$ cat src/rtl/pwm_slice_pkg.sv
`timescale 1ns/1ps
package pwm_slice_pkg;
  localparam int unsigned MODE_W    = 11;
  localparam int unsigned CODE_W    = 4;
  localparam int unsigned ALIGN_BIT = 8;
  localparam int unsigned POL_BIT   = 9;
  localparam int unsigned TGT_BIT   = 10;
  localparam logic [MODE_W-1:0] MODE_MASK = 11'h70F;

  typedef enum logic [1:0] {
    SEL_MODE   = 2'd0,
    SEL_DUTY   = 2'd1,
    SEL_PERIOD = 2'd2,
    SEL_SHADOW = 2'd3
  } slice_sel_e;
endpackage

$ cat src/rtl/pwm_slice_prescale.sv
`timescale 1ns/1ps
module pwm_slice_prescale #(
  parameter int unsigned STAGES = 10,
  parameter int unsigned CODE_W = 4
) (
  input  logic              clk,
  input  logic              rst_n,
  input  logic [CODE_W-1:0] code,
  input  logic              aux_a,
  input  logic              aux_b,
  output logic              adv
);
  localparam logic [CODE_W-1:0] CODE_AUX_A = CODE_W'(STAGES + 1);
  localparam logic [CODE_W-1:0] CODE_AUX_B = CODE_W'(STAGES + 2);

  logic [STAGES-1:0] div_q, div_d;
  logic [STAGES:0]   tap;

  always_comb div_d = div_q + 1'b1;

  always_ff @(posedge clk or negedge rst_n) begin
    if (!rst_n) div_q <= '0;
    else        div_q <= div_d;
  end

  // tap k fires once every 2^k cycles
  assign tap[0] = 1'b1;
  generate
    for (genvar k = 1; k <= STAGES; k++) begin : g_tap
      assign tap[k] = &div_q[k-1:0];
    end
  endgenerate

  always_comb begin
    adv = 1'b0;
    for (int k = 0; k <= STAGES; k++) begin
      if (code == CODE_W'(k)) adv = tap[k];
    end
    if (code == CODE_AUX_A) adv = aux_a;
    if (code == CODE_AUX_B) adv = aux_b;
  end
endmodule

$ cat src/rtl/pwm_slice_regs.sv
`timescale 1ns/1ps
module pwm_slice_regs
  import pwm_slice_pkg::*;
#(
  parameter int unsigned DW = 16
) (
  input  logic              clk,
  input  logic              rst_n,
  input  logic              wr_en,
  input  logic [1:0]        wr_sel,
  input  logic [DW-1:0]     wr_data,
  input  logic              chan_en,
  input  logic              boundary,
  output logic [MODE_W-1:0] mode_q,
  output logic [DW-1:0]     duty_q,
  output logic [DW-1:0]     period_q
);
  logic [MODE_W-1:0] mode_d;
  logic [DW-1:0]     duty_d, period_d, shadow_q, shadow_d;
  logic              pend_q, pend_d, apply;

  // shadow is released at a period start, or at once while idle
  always_comb apply = pend_q && (boundary || !chan_en);

  always_comb begin
    mode_d   = mode_q;
    duty_d   = duty_q;
    period_d = period_q;
    shadow_d = shadow_q;
    pend_d   = pend_q;
    if (apply) begin
      pend_d = 1'b0;
      if (mode_q[TGT_BIT]) period_d = shadow_q;
      else                 duty_d   = shadow_q;
    end
    if (wr_en) begin
      unique case (slice_sel_e'(wr_sel))
        SEL_MODE:   mode_d   = MODE_W'(wr_data) & MODE_MASK;
        SEL_DUTY:   duty_d   = wr_data;
        SEL_PERIOD: period_d = wr_data;
        SEL_SHADOW: begin
          shadow_d = wr_data;
          pend_d   = 1'b1;
        end
        default: ;
      endcase
    end
  end

  always_ff @(posedge clk or negedge rst_n) begin
    if (!rst_n) begin
      mode_q   <= '0;
      duty_q   <= '0;
      period_q <= '0;
      shadow_q <= '0;
      pend_q   <= 1'b0;
    end else begin
      mode_q   <= mode_d;
      duty_q   <= duty_d;
      period_q <= period_d;
      shadow_q <= shadow_d;
      pend_q   <= pend_d;
    end
  end
endmodule

$ cat src/rtl/pwm_slice_count.sv
`timescale 1ns/1ps
module pwm_slice_count #(
  parameter int unsigned DW = 16
) (
  input  logic          clk,
  input  logic          rst_n,
  input  logic          chan_en,
  input  logic          adv,
  input  logic          center,
  input  logic [DW-1:0] period,
  output logic [DW-1:0] cnt_q,
  output logic          run_q,
  output logic          boundary
);
  logic [DW-1:0] cnt_d;
  logic          up_q, up_d, run_d;
  logic [DW:0]   cnt_inc;

  always_comb cnt_inc = (DW+1)'(cnt_q) + 1'b1;

  always_comb begin
    cnt_d    = cnt_q;
    up_d     = up_q;
    run_d    = chan_en;
    boundary = 1'b0;
    if (!chan_en || !run_q) begin
      cnt_d = '0;
      up_d  = 1'b1;
    end else if (adv) begin
      if (!center) begin
        if (cnt_inc >= (DW+1)'(period)) begin
          cnt_d    = '0;
          boundary = 1'b1;
        end else begin
          cnt_d = cnt_inc[DW-1:0];
        end
      end else if (up_q && (cnt_q < period)) begin
        cnt_d = cnt_inc[DW-1:0];
      end else if (cnt_q <= DW'(1)) begin
        cnt_d    = '0;
        up_d     = 1'b1;
        boundary = 1'b1;
      end else begin
        cnt_d = cnt_q - 1'b1;
        up_d  = 1'b0;
      end
    end
  end

  always_ff @(posedge clk or negedge rst_n) begin
    if (!rst_n) begin
      cnt_q <= '0;
      up_q  <= 1'b1;
      run_q <= 1'b0;
    end else begin
      cnt_q <= cnt_d;
      up_q  <= up_d;
      run_q <= run_d;
    end
  end
endmodule

$ cat src/rtl/pwm_slice.sv
`timescale 1ns/1ps
module pwm_slice
  import pwm_slice_pkg::*;
#(
  parameter int unsigned DW         = 16,
  parameter int unsigned PRE_STAGES = 10
) (
  input  logic              clk,
  input  logic              rst_n,
  input  logic              chan_en,
  input  logic              aux_tick_a,
  input  logic              aux_tick_b,
  input  logic              wr_en,
  input  logic [1:0]        wr_sel,
  input  logic [DW-1:0]     wr_data,
  output logic [MODE_W-1:0] cfg_mode,
  output logic [DW-1:0]     cfg_duty,
  output logic [DW-1:0]     cfg_period,
  output logic [DW-1:0]     cnt_val,
  output logic              wave_out,
  output logic              period_end
);
  logic [1:0] rst_sync_q;
  logic       rst_int_n;
  logic       adv, boundary, run_q;
  logic       pend_q, pend_d;
  logic       start_lvl;

  // asynchronous assert, synchronous release
  always_ff @(posedge clk or negedge rst_n) begin
    if (!rst_n) rst_sync_q <= 2'b00;
    else        rst_sync_q <= {rst_sync_q[0], 1'b1};
  end
  assign rst_int_n = rst_sync_q[1];

  pwm_slice_prescale #(.STAGES(PRE_STAGES), .CODE_W(CODE_W)) u_pre (
    .clk   (clk),
    .rst_n (rst_int_n),
    .code  (cfg_mode[CODE_W-1:0]),
    .aux_a (aux_tick_a),
    .aux_b (aux_tick_b),
    .adv   (adv)
  );

  pwm_slice_regs #(.DW(DW)) u_regs (
    .clk      (clk),
    .rst_n    (rst_int_n),
    .wr_en    (wr_en),
    .wr_sel   (wr_sel),
    .wr_data  (wr_data),
    .chan_en  (chan_en),
    .boundary (boundary),
    .mode_q   (cfg_mode),
    .duty_q   (cfg_duty),
    .period_q (cfg_period)
  );

  pwm_slice_count #(.DW(DW)) u_cnt (
    .clk      (clk),
    .rst_n    (rst_int_n),
    .chan_en  (chan_en),
    .adv      (adv),
    .center   (cfg_mode[ALIGN_BIT]),
    .period   (cfg_period),
    .cnt_q    (cnt_val),
    .run_q    (run_q),
    .boundary (boundary)
  );

  always_comb pend_d = boundary;

  always_ff @(posedge clk or negedge rst_int_n) begin
    if (!rst_int_n) pend_q <= 1'b0;
    else            pend_q <= pend_d;
  end
  assign period_end = pend_q;

  // output is decoded from flops only
  assign start_lvl = cfg_mode[POL_BIT];
  always_comb begin
    if (!run_q)                wave_out = start_lvl;
    else if (cnt_val < cfg_duty) wave_out = start_lvl;
    else                       wave_out = ~start_lvl;
  end
endmodule

$ cat config.mk
export PLATFORM = sky130hd
export DESIGN_NAME = pwm_slice
export DESIGN_NICKNAME = d
export VERILOG_FILES = /design/src/rtl/pwm_slice_pkg.sv /design/src/rtl/pwm_slice_prescale.sv /design/src/rtl/pwm_slice_regs.sv /design/src/rtl/pwm_slice_count.sv /design/src/rtl/pwm_slice.sv
export SDC_FILE = /design/constraint.sdc
export NUM_CORES = 1
export LEC_CHECK = 0
export BUFFER_PORTS_ARGS = -buffer_cell sky130_fd_sc_hd__buf_2
export CORE_MARGIN = 3
export CORE_UTILIZATION = 54
export DETAILED_ROUTE_END_ITERATION = 10
export PLACE_DENSITY = 0.76
export REMOVE_ABC_BUFFERS = 1
export SYNTH_ARGS = -nofsm -noshare
export SYNTH_HDL_FRONTEND = slang
export SYNTH_SLANG_ARGS = --single-unit
$ cat constraint.sdc
create_clock -name clk -period 7.35 [get_ports clk]
set_input_delay 1.47 -clock clk [delete_from_list [all_inputs] [get_ports clk]]
set_output_delay 1.47 -clock clk [all_outputs]
set_load 0.02 [all_outputs]
==> metrics.yaml, run 1 <==
outcome: "finished clean"
cp.arrival_ns: 4.91
start_util_pct: 55.6
fmax_mhz: 212
hp-class: "reg2reg"
power.total_uw: 1520
worstSetupPathType: "reg2reg"
routabilityCongestion: 0.935
drc: 0
yosys_warnings: 0
p_per_area_nw_per_um2: 238
core_area_sq_um: 10300
drt_iter0_markers: 318
ir_drop_uv: 146
slew_headroom_pct: 13.6
synth_cell_types: 58
cts.repair.resized: 0
gr-usage-all-layers_pct: 25.3
synth-edff-count: 0
firstDrtPassIters: 7
drv_slew: 0
finalCritPeriodShare_pct: 64.2
synth_area_sq_um: 5740
nets: 754
tns_ns: 0
wl_per_cell_microns: 17.2
syn_to_final_growth_pct: 11.2
die_area_sq_um: 11900
dp_hpwl_mm: 10.2
fp.dieW_microns: 109
grt_pass1_wl_mm: 23.5
highest_layer: "met4"
num_rows: 37
cts_tree: "done"
root_buffer: "clkbuf_8"
syn_area_per_cell_sq_um: 9.35
drive_above_1_share_pct: 18.8
worstMarginPinSlew_ns: 1.29
post_cts_buffers: 0
syn_inst: 614
cts.path.max_buffers: 2
holdBufCountCts: 0
detail_route.vias_per_cell: 5.88
postRouteAntennaNets: 0
drv_cap: 0
hold_violations: 0
async_flop_share_pct: 100
die-height_microns: 109
antenna_found_initial: 0
cts-htree-levels: 3
cp.required_ns: 7.54
worstSkewPairLatency_ns: 0.37
rsz0062_at_grt: "no"
drt_wl_total_mm: 14.1
setup_viol: 0
seq_area_frac_synth_pct: 38.0
hold_depth: 0
wl_met2_mm: 6.98
wl_met1_mm: 6.11
multi_input_area_sq_um: 3230
period_needed_ns: 4.72
whs_ns: 0.362
critPathMaxFanout: 17
wl_met3_microns: 691
antenna_cells: 0
io_buffer_count: 80
clock_skew_ns: 0.0113
ys.flop_type: "dfrtp_1"
grt_overflow: 0
synth-seq-cells: 87
regArea_sq_um: 2180
grt_start_max_net_pins: 86
clkTransAtPathRegs_ns: 0.09
io_pins: 85
start_kind: "register"
r2r_cells: 13
grt_pass1_vias: 4749
end_kind: "register"
vias: 4804
tritoncts.num_buffers: 9
nFillCells: 877
cts_sinks: 87
p_leak_uw: 0.00337
final timing paths:
check                                from                  end  slack (ns)
min in group asynchronous   rst_sync_q[1]       u_cnt.cnt_q[6]        0.54
max                        u_cnt.cnt_q[2]   u_regs.period_q[7]        2.63
min                         rst_sync_q[0]        rst_sync_q[1]        0.36
min reg2reg                 rst_sync_q[0]        rst_sync_q[1]        0.36
max in group asynchronous   rst_sync_q[1]  u_regs.shadow_q[12]        6.11
max reg2reg                u_cnt.cnt_q[2]   u_regs.period_q[7]        2.63
through the flow:
stage | cell area [sq um] | instances | utilization, % | setup WS, ns
after floorplan | 5570 | 582 | - | 2.91
after global placement | 6170 | 801 | 59.8 | 2.85
after detailed placement | 6170 | 801 | 59.8 | 2.70
after CTS | 6380 | 817 | 61.8 | 2.65
after global routing | 6380 | 817 | 61.8 | 2.32
final | 6380 | 817 | 61.8 | 2.63
report_power, final:
group          total, uW  switching [uW]  internal [uW]
clock                370             177            192
sequential           646            92.5            554
combinational        501             304            197
metal layers:
metal  track usage (%)  vias to the layer above
met5                 0                        -
met4              9.56                        0
met3              4.91                       31
met2              42.2                      139
met1              32.6                     2330
li1                  -                     2304
sequential cells by signal, summed over array words and instances, names as in the netlist:
register and cells:
period_end 1, rst_sync_q 2, u_cnt.cnt_q 16, u_cnt.run_q 1, u_cnt.up_q 1, u_pre.div_q 10
u_regs.duty_q 16, u_regs.mode_q 7, u_regs.pend_q 1, u_regs.period_q 16, u_regs.shadow_q 16
synthesized netlist by cell type (all sizes together), types with 9 or more instances:
cell | count | area share [%]
nor2 | 64 | 4.2
ha | 54 | 12
nand3 | 19 | 1.7
a21oi | 61 | 5.3
o21ai | 22 | 2.0
a211oi | 9 | 1.2
inv | 45 | 2.9
dfrtp | 86 | 37
buf | 12 | 1.6
nand4 | 9 | 0.98
xor2 | 9 | 1.4
nand2 | 40 | 2.6
mux2 | 22 | 4.3
nor3 | 9 | 0.78
mux2i | 34 | 5.9
xnor2 | 13 | 2.0
clkbuf | 23 | 1.5
layout by cell type, fill, tap and decap left out, types with 13 or more instances in the layout:
cell / synthesis / routed
a21oi_1: 61 / 61
buf_2: 4 / 80
dfrtp_1: 86 / 85
ha_1: 54 / 54
inv_1: 45 / 45
mux2_2: 22 / 22
mux2i_1: 34 / 34
nand2_1: 40 / 40
nand3_1: 19 / 19
nor2_1: 64 / 64
o21ai_0: 19 / 18
xnor2_1: 13 / 13
kinds of logic after synthesis:
family | count (synthesis) | synth area share, %
other | 2 | 0.131
adders and majority gates | 54 | 11.8
and+or+nand+nor | 170 | 14.0
AOI/OAI and AO/OA | 143 | 16.5
DFF | 87 | 38.0
buffers and inverters | 80 | 6.04
xor gates and xnor gates | 22 | 3.36
muxes | 56 | 10.2
worst max-delay path: stages, from the launching register on:
cell and delay (ns):
dfrtp_1 0.72, nand3_1 0.33, nor3_1 0.73, nand3_1 0.18, xnor2_1 0.31, ha_1 0.31
nand4_1 0.12, nor2_1 0.08, a311oi_1 0.23, nand2_1 0.12, o211a_4 0.27, a32oi_4 0.72
mux2i_1 0.30, a21oi_1 0.11
layout make-up:
| class | instances | share of cell area (%) |
|---|---|---|
| Tap cell | 136 | 2.67 |
| Clock inverter | 5 | 1.27 |
| Sequential cell | 87 | 34.2 |
| Multi-Input combinational cell | 450 | 50.5 |
| Clock buffer | 11 | 2.06 |
| Inverter | 45 | 2.65 |
| Timing Repair Buffer | 83 | 6.63 |
(Power assumes the default switching activity.)
==> run 2: changes to the inputs <==
- clock period: 7.35 -> 4.4 ns (I/O delays scaled with it)
==> run 2 against run 1 <==
Effect of this change:
- critical path depth increased by 4
- clock skew is 0.0032 ns higher
- largest cell class unchanged
- combinational power grew 70%
- cell area up 1.2%
- core utilization increased by 0.72 points
- global-route usage is essentially flat
- critical endpoint unchanged
- power grew 66%
- via count is 1.3% higher
- first-iteration DRC count is 13% higher
- worst hold slack worse by 0.076 ns
- die area did not move
- fmax is 17% higher
==> metrics.yaml, run 2 (same netlist as run 1, synthesis figures left out) <==
outcome: "finished clean"  # unchanged
cts-htree-levels: 3  # unchanged
num_rows: 37  # unchanged
worstSkewPairLatency_ns: 0.37  # about the same
p_per_area_nw_per_um2: 390  # was 238 nW/um^2
grt_start_max_net_pins: 86  # unchanged
grt_pass1_wl_mm: 23.8  # was 23.5 mm
wl_per_cell_microns: 17.1  # was 17.2 microns
setup_viol: 0  # unchanged
period_needed_ns: 4.03  # was 4.72 ns
detail_route.vias_per_cell: 5.89  # was 5.88
tns_ns: 0  # unchanged
cts_sinks: 87  # unchanged
grt_pass1_vias: 4939  # was 4,749
drive_above_1_share_pct: 19.8  # was 18.8%
slowest_stage: "dfrtp_1"  # was nor3_1
cp.arrival_ns: 4.22  # was 4.91 ns
cts.path.max_buffers: 2  # unchanged
crit_chain: "ha_1 > nand3_1 > nor3_1 > buf_4 > nand3_1 > nor2_1 > xnor2_1 > ha_1 > a211oi_1 > o211ai_1 > a31oi_1 > a21oi_1 > o211a_4 > a32oi_4 > buf_4 > mux2i_1 > a21oi_1"  # was nand3_1 > nor3_1 > nand3_1 > xnor2_1 > ha_1 > nand4_1 > nor2_1 > a311oi_1 > nand2_1 > o211a_4 > a32oi_4 > mux2i_1 > a21oi_1
io_buffer_count: 80  # unchanged
slew_headroom_pct: 17.0  # was 13.6%
p_leak_uw: 0.00342  # was 0.00337 uW
drv_cap: 0  # unchanged
drc: 0  # unchanged
firstDrtPassIters: 5  # was 7
cp.required_ns: 4.59  # was 7.54 ns
drv_slew: 0  # unchanged
critPathMaxFanout: 11  # was 17
rr_startpoint: "u_cnt.cnt_q[0]"  # was u_cnt.cnt_q[2]
setup_ws_ns: 0.370  # was 2.63 ns
final_common_cell: "dfrtp_1"  # unchanged
die-height_microns: 109  # unchanged
die_area_sq_um: 11900  # unchanged
cts.repair.resized: 0  # unchanged
routabilityCongestion: 0.933  # was 0.935
core_area_sq_um: 10300  # unchanged
dp_hpwl_mm: 10.4  # was 10.2 mm
tritoncts.num_buffers: 9  # unchanged
final_cell_mix: "dfrtp_1, buf_2, nor2_1"  # unchanged
r2r-end: "u_regs.period_q[7]"  # unchanged
holdBufCountCts: 0  # unchanged
drt_wl_total_mm: 14.2  # was 14.1 mm
end_kind: "register"  # unchanged
start_kind: "register"  # unchanged
nets: 765  # was 754
worstMarginPinSlew_ns: 1.24  # was 1.29 ns
hp-class: "in2async"  # was reg2reg
root_buffer: "clkbuf_8"  # unchanged
final_util_pct: 62.5  # was 61.8%
cpPeakStageDelay_ns: 0.52  # was 0.73 ns
vias: 4868  # was 4,804
syn_to_final_growth_pct: 12.5  # was 11.2%
antenna_cells: 0  # unchanged
worstSetupPathType: "reg2reg"  # unchanged
finalCritPeriodShare_pct: 91.6  # was 64.2%
io_pins: 85  # unchanged
clock_skew_ns: 0.0145  # was 0.0113 ns
post_cts_buffers: 0  # unchanged
grt_overflow: 0  # unchanged
gr-usage-all-layers_pct: 25.3  # about the same
dp_worst_setup_slack_ns: 0.413  # was 2.70 ns
clkTransAtPathRegs_ns: 0.08  # was 0.09 ns
antenna_found_initial: 0  # unchanged
start_util_pct: 55.6  # unchanged
fmax_mhz: 248  # was 212 MHz
postRouteAntennaNets: 0  # unchanged
r2r_cells: 17  # was 13
worst-r2r-setup-slack_ns: 0.37  # was 2.63 ns
nFillCells: 880  # was 877
hold_violations: 0  # unchanged
drt_iter0_markers: 359  # was 318
cts_tree: "done"  # unchanged
rsz0062_at_grt: "no"  # unchanged
ir_drop_uv: 251  # was 146 uV
fp.dieW_microns: 109  # unchanged
run 2: cell types whose count changed in the layout (fill, tap and decap cells not counted), sizes merged:
cell      previous run  this run
clkbuf              11        12
clkinvlp             1         0
inv                 46        45
buf                 83        94
run 2: worst max path at each step:
stage / from / end / slack [ns]
final: u_cnt.cnt_q[0] / u_regs.period_q[7] / 0.37
after floorplan: u_cnt.cnt_q[0] / u_cnt.cnt_q[10] / -0.04
after global routing: u_cnt.cnt_q[0] / u_regs.period_q[7] / 0.004
after detailed placement: u_cnt.cnt_q[0] / u_regs.period_q[7] / 0.41
after global placement: u_cnt.cnt_q[0] / u_regs.period_q[14] / 0.64
after CTS: u_cnt.cnt_q[0] / u_regs.period_q[7] / 0.39
run 2: critical path: cells and delay by family (launching register included):
kind	cells	cell delay [ns]
adders and majority gates	2	0.67
AOI/OAI and AO/OA	7	1.18
and+or+nand+nor	4	0.65
buffers and inverters	2	0.43
DFF	1	0.52
xor gates and xnor gates	1	0.18
muxes	1	0.22
run 2: metrics by stage:
step / power, uW / hold slack (ns) / instances / instance area [sq um]
CTS: 2530 / 0.270 / 827 / 6460
global placement: 1900 / 0.339 / 812 / 6250
detailed placement: 1930 / 0.346 / 812 / 6250
global route: 2680 / 0.262 / 827 / 6460
finish: 2520 / 0.286 / 827 / 6460
floorplan: 1640 / 0.331 / 582 / 5570
run 2: area by class of cell:
class / count / area [sq um] / share of cell area [%]
Sequential cell: 87 / 2180 / 33.8
Inverter: 45 / 169 / 2.62
Tap cell: 136 / 170 / 2.64
Clock buffer: 12 / 135 / 2.09
Multi-Input combinational cell: 450 / 3230 / 50.0
Timing Repair Buffer: 94 / 505 / 7.83
Clock inverter: 3 / 68.8 / 1.07
run 2: routing by layer:
metal	global-route usage [%]	wire, microns	vias to the layer above
li1	-	-	2332
met1	31.2	5920	2323
met2	42.9	7030	178
met3	5.57	885	35
met4	10.1	347	0
met5	0	0	-
run 2: where the power goes:
group | switching (uW) | total [uW] | internal, uW
sequential | 147 | 1070 | 925
combinational | 517 | 852 | 335
clock | 274 | 593 | 319
==> run 3: changes to the inputs <==
- RECOVER_POWER: unset -> 25
==> run 3 against run 2 <==
Effect of this change:
- the run now ends with max-capacitance violations, max-slew violations left
- clock skew about the same
- final cell count stayed put
- register-to-register slack better by 0.02 ns
- routed wire length barely moved
- first-iteration DRC count down 0.84%
- largest power group unchanged
==> metrics.yaml, run 3 (same netlist as run 1, synthesis figures left out) <==
highest_layer: "met4"  # unchanged
path_delay_family: "compound AO/OA/AOI/OAI gates"  # unchanged
drc: 0  # unchanged
gr-usage-all-layers_pct: 25.3  # unchanged
wl_met2_mm: 7.06  # was 7.03 mm
nets: 765  # unchanged
placedCellCount: 812  # unchanged
cts_tree: "done"  # unchanged
cts.path.max_buffers: 2  # unchanged
stdcell_area_sq_um: 6450  # was 6460 sq um
worst-r2r-setup-slack_ns: 0.39  # was 0.37 ns
cpPeakStageDelay_ns: 0.52  # about the same
cp_num_buf_inv: 2  # unchanged
whs_ns: 0.285  # was 0.286 ns
fin_cells: 827  # unchanged
grt_overflow: 0  # unchanged
final_cell_mix: "dfrtp_1, buf_2, nor2_1"  # unchanged
clkTransAtPathRegs_ns: 0.08  # about the same
wl_per_cell_microns: 17.2  # was 17.1 microns
drt_wl_total_mm: 14.2  # about the same
dp_worst_setup_slack_ns: 0.413  # unchanged
cts.repair.resized: 0  # unchanged
worstSkewPairLatency_ns: 0.37  # about the same
io_buffer_count: 80  # unchanged
placed_cell_area_sq_um: 6250  # unchanged
setup_viol: 0  # unchanged
worstSetupPathType: "reg2reg"  # unchanged
antenna_found_initial: 0  # unchanged
slew_headroom_pct: -119  # was 17.0%
cp.required_ns: 4.59  # about the same
multi_input_area_sq_um: 3230  # unchanged
finalCritPeriodShare_pct: 91.2  # was 91.6%
hold_violations: 0  # unchanged
drv_cap: 1  # was 0
violations: "max-capacitance violations, max-slew violations"
cts_sinks: 87  # unchanged
io_pins: 85  # unchanged
outcome: "finished, violations left"  # was finished clean
vias: 4847  # was 4,868
hp-class: "in2async"  # unchanged
ir_drop_uv: 251  # about the same
postRouteAntennaNets: 0  # unchanged
slowest_stage: "dfrtp_1"  # unchanged
detail_route.vias_per_cell: 5.86  # was 5.89
syn_to_final_growth_pct: 12.3  # was 12.5%
critPathMaxFanout: 11  # unchanged
wl_met3_microns: 856  # was 885 microns
drv_slew: 86  # was 0
start_util_pct: 55.6  # unchanged
grt_pass1_vias: 4939  # unchanged
drive_above_1_share_pct: 19.2  # was 19.8%
num_rows: 37  # unchanged
setup_ws_ns: 0.388  # was 0.370 ns
core_area_sq_um: 10300  # unchanged
nFillCells: 885  # was 880
power.total_uw: 2520  # about the same
root_buffer: "clkbuf_8"  # unchanged
die_area_sq_um: 11900  # unchanged
grt_start_max_net_pins: 86  # unchanged
firstDrtPassIters: 5  # unchanged
period_needed_ns: 4.01  # was 4.03 ns
regArea_sq_um: 2180  # about the same
cp.arrival_ns: 4.20  # was 4.22 ns
cts-htree-levels: 3  # unchanged
start_kind: "register"  # unchanged
drt_iter0_markers: 356  # was 359
rsz0062_at_grt: "no"  # unchanged
antenna_cells: 0  # unchanged
die-height_microns: 109  # unchanged
tritoncts.num_buffers: 9  # unchanged
holdBufCountCts: 0  # unchanged
worstMarginPinSlew_ns: 3.29  # was 1.24 ns
fp.dieW_microns: 109  # unchanged
clock_skew_ns: 0.0141  # was 0.0145 ns
grt_pass1_wl_mm: 23.8  # unchanged
fmax_mhz: 249  # was 248 MHz
final_common_cell: "dfrtp_1"  # unchanged
routabilityCongestion: 0.933  # unchanged
crit_chain: "ha_1 > nand3_1 > nor3_1 > buf_4 > nand3_1 > nor2_1 > xnor2_1 > ha_1 > a211oi_1 > o211ai_1 > a31oi_1 > a21oi_1 > o211a_4 > a32oi_4 > buf_4 > mux2i_1 > a21oi_1"  # unchanged
post_cts_buffers: 0  # unchanged
dp_hpwl_mm: 10.4  # unchanged
end_kind: "register"  # unchanged
p_leak_uw: 0.00341  # was 0.00342 uW
p_per_area_nw_per_um2: 391  # was 390 nW/um^2
wl_met1_mm: 5.94  # was 5.92 mm
## run 3: cell types whose count changed in the layout (fill, tap and decap cells not counted), sizes merged
cell and delta:
buf -3, clkbuf +3
## run 3: path summary, 6_finish.rpt
kind,cells after the start,to,from
min in group clk,0,rst_sync_q[1],rst_sync_q[0]
setup reg to reg,17,u_regs.period_q[7],u_cnt.cnt_q[0]
setup / recovery,17,u_regs.period_q[7],u_cnt.cnt_q[0]
hold / removal,1,rst_sync_q[1],rst_n
max in group asynchronous,0,u_cnt.cnt_q[11],rst_sync_q[1]
hold reg to reg,0,rst_sync_q[1],rst_sync_q[0]
## run 3: power by group
part           internal (uW)  total (uW)  switching [uW]
Sequential               925        1070             148
Clock                    319         594             275
Combinational            335         851             517
## run 3: cell type report
| type | instances | share of cell area (%) |
|---|---|---|
| clock inverter | 3 | 1.07 |
| clock buffer | 12 | 2.10 |
| sequential | 87 | 33.8 |
| multi-input combinational | 450 | 50.0 |
| inverter | 45 | 2.62 |
| tap | 136 | 2.64 |
| timing repair buffer | 94 | 7.74 |
## run 3: metrics by stage
| stage | TNS [ns] | util, % |
|---|---|---|
| global route | 0 | 62.4 |
| CTS | 0 | 62.5 |
| finish | 0 | 62.4 |
| detailed placement | 0 | 60.6 |
| floorplan | -0.0381 | - |
| global placement | 0 | 60.6 |
## run 3: routing by layer
metal	vias up	GRT usage, %
met5	-	0
met4	0	10.1
met3	34	5.57
met2	173	42.9
met1	2312	31.2
li1	2328	-
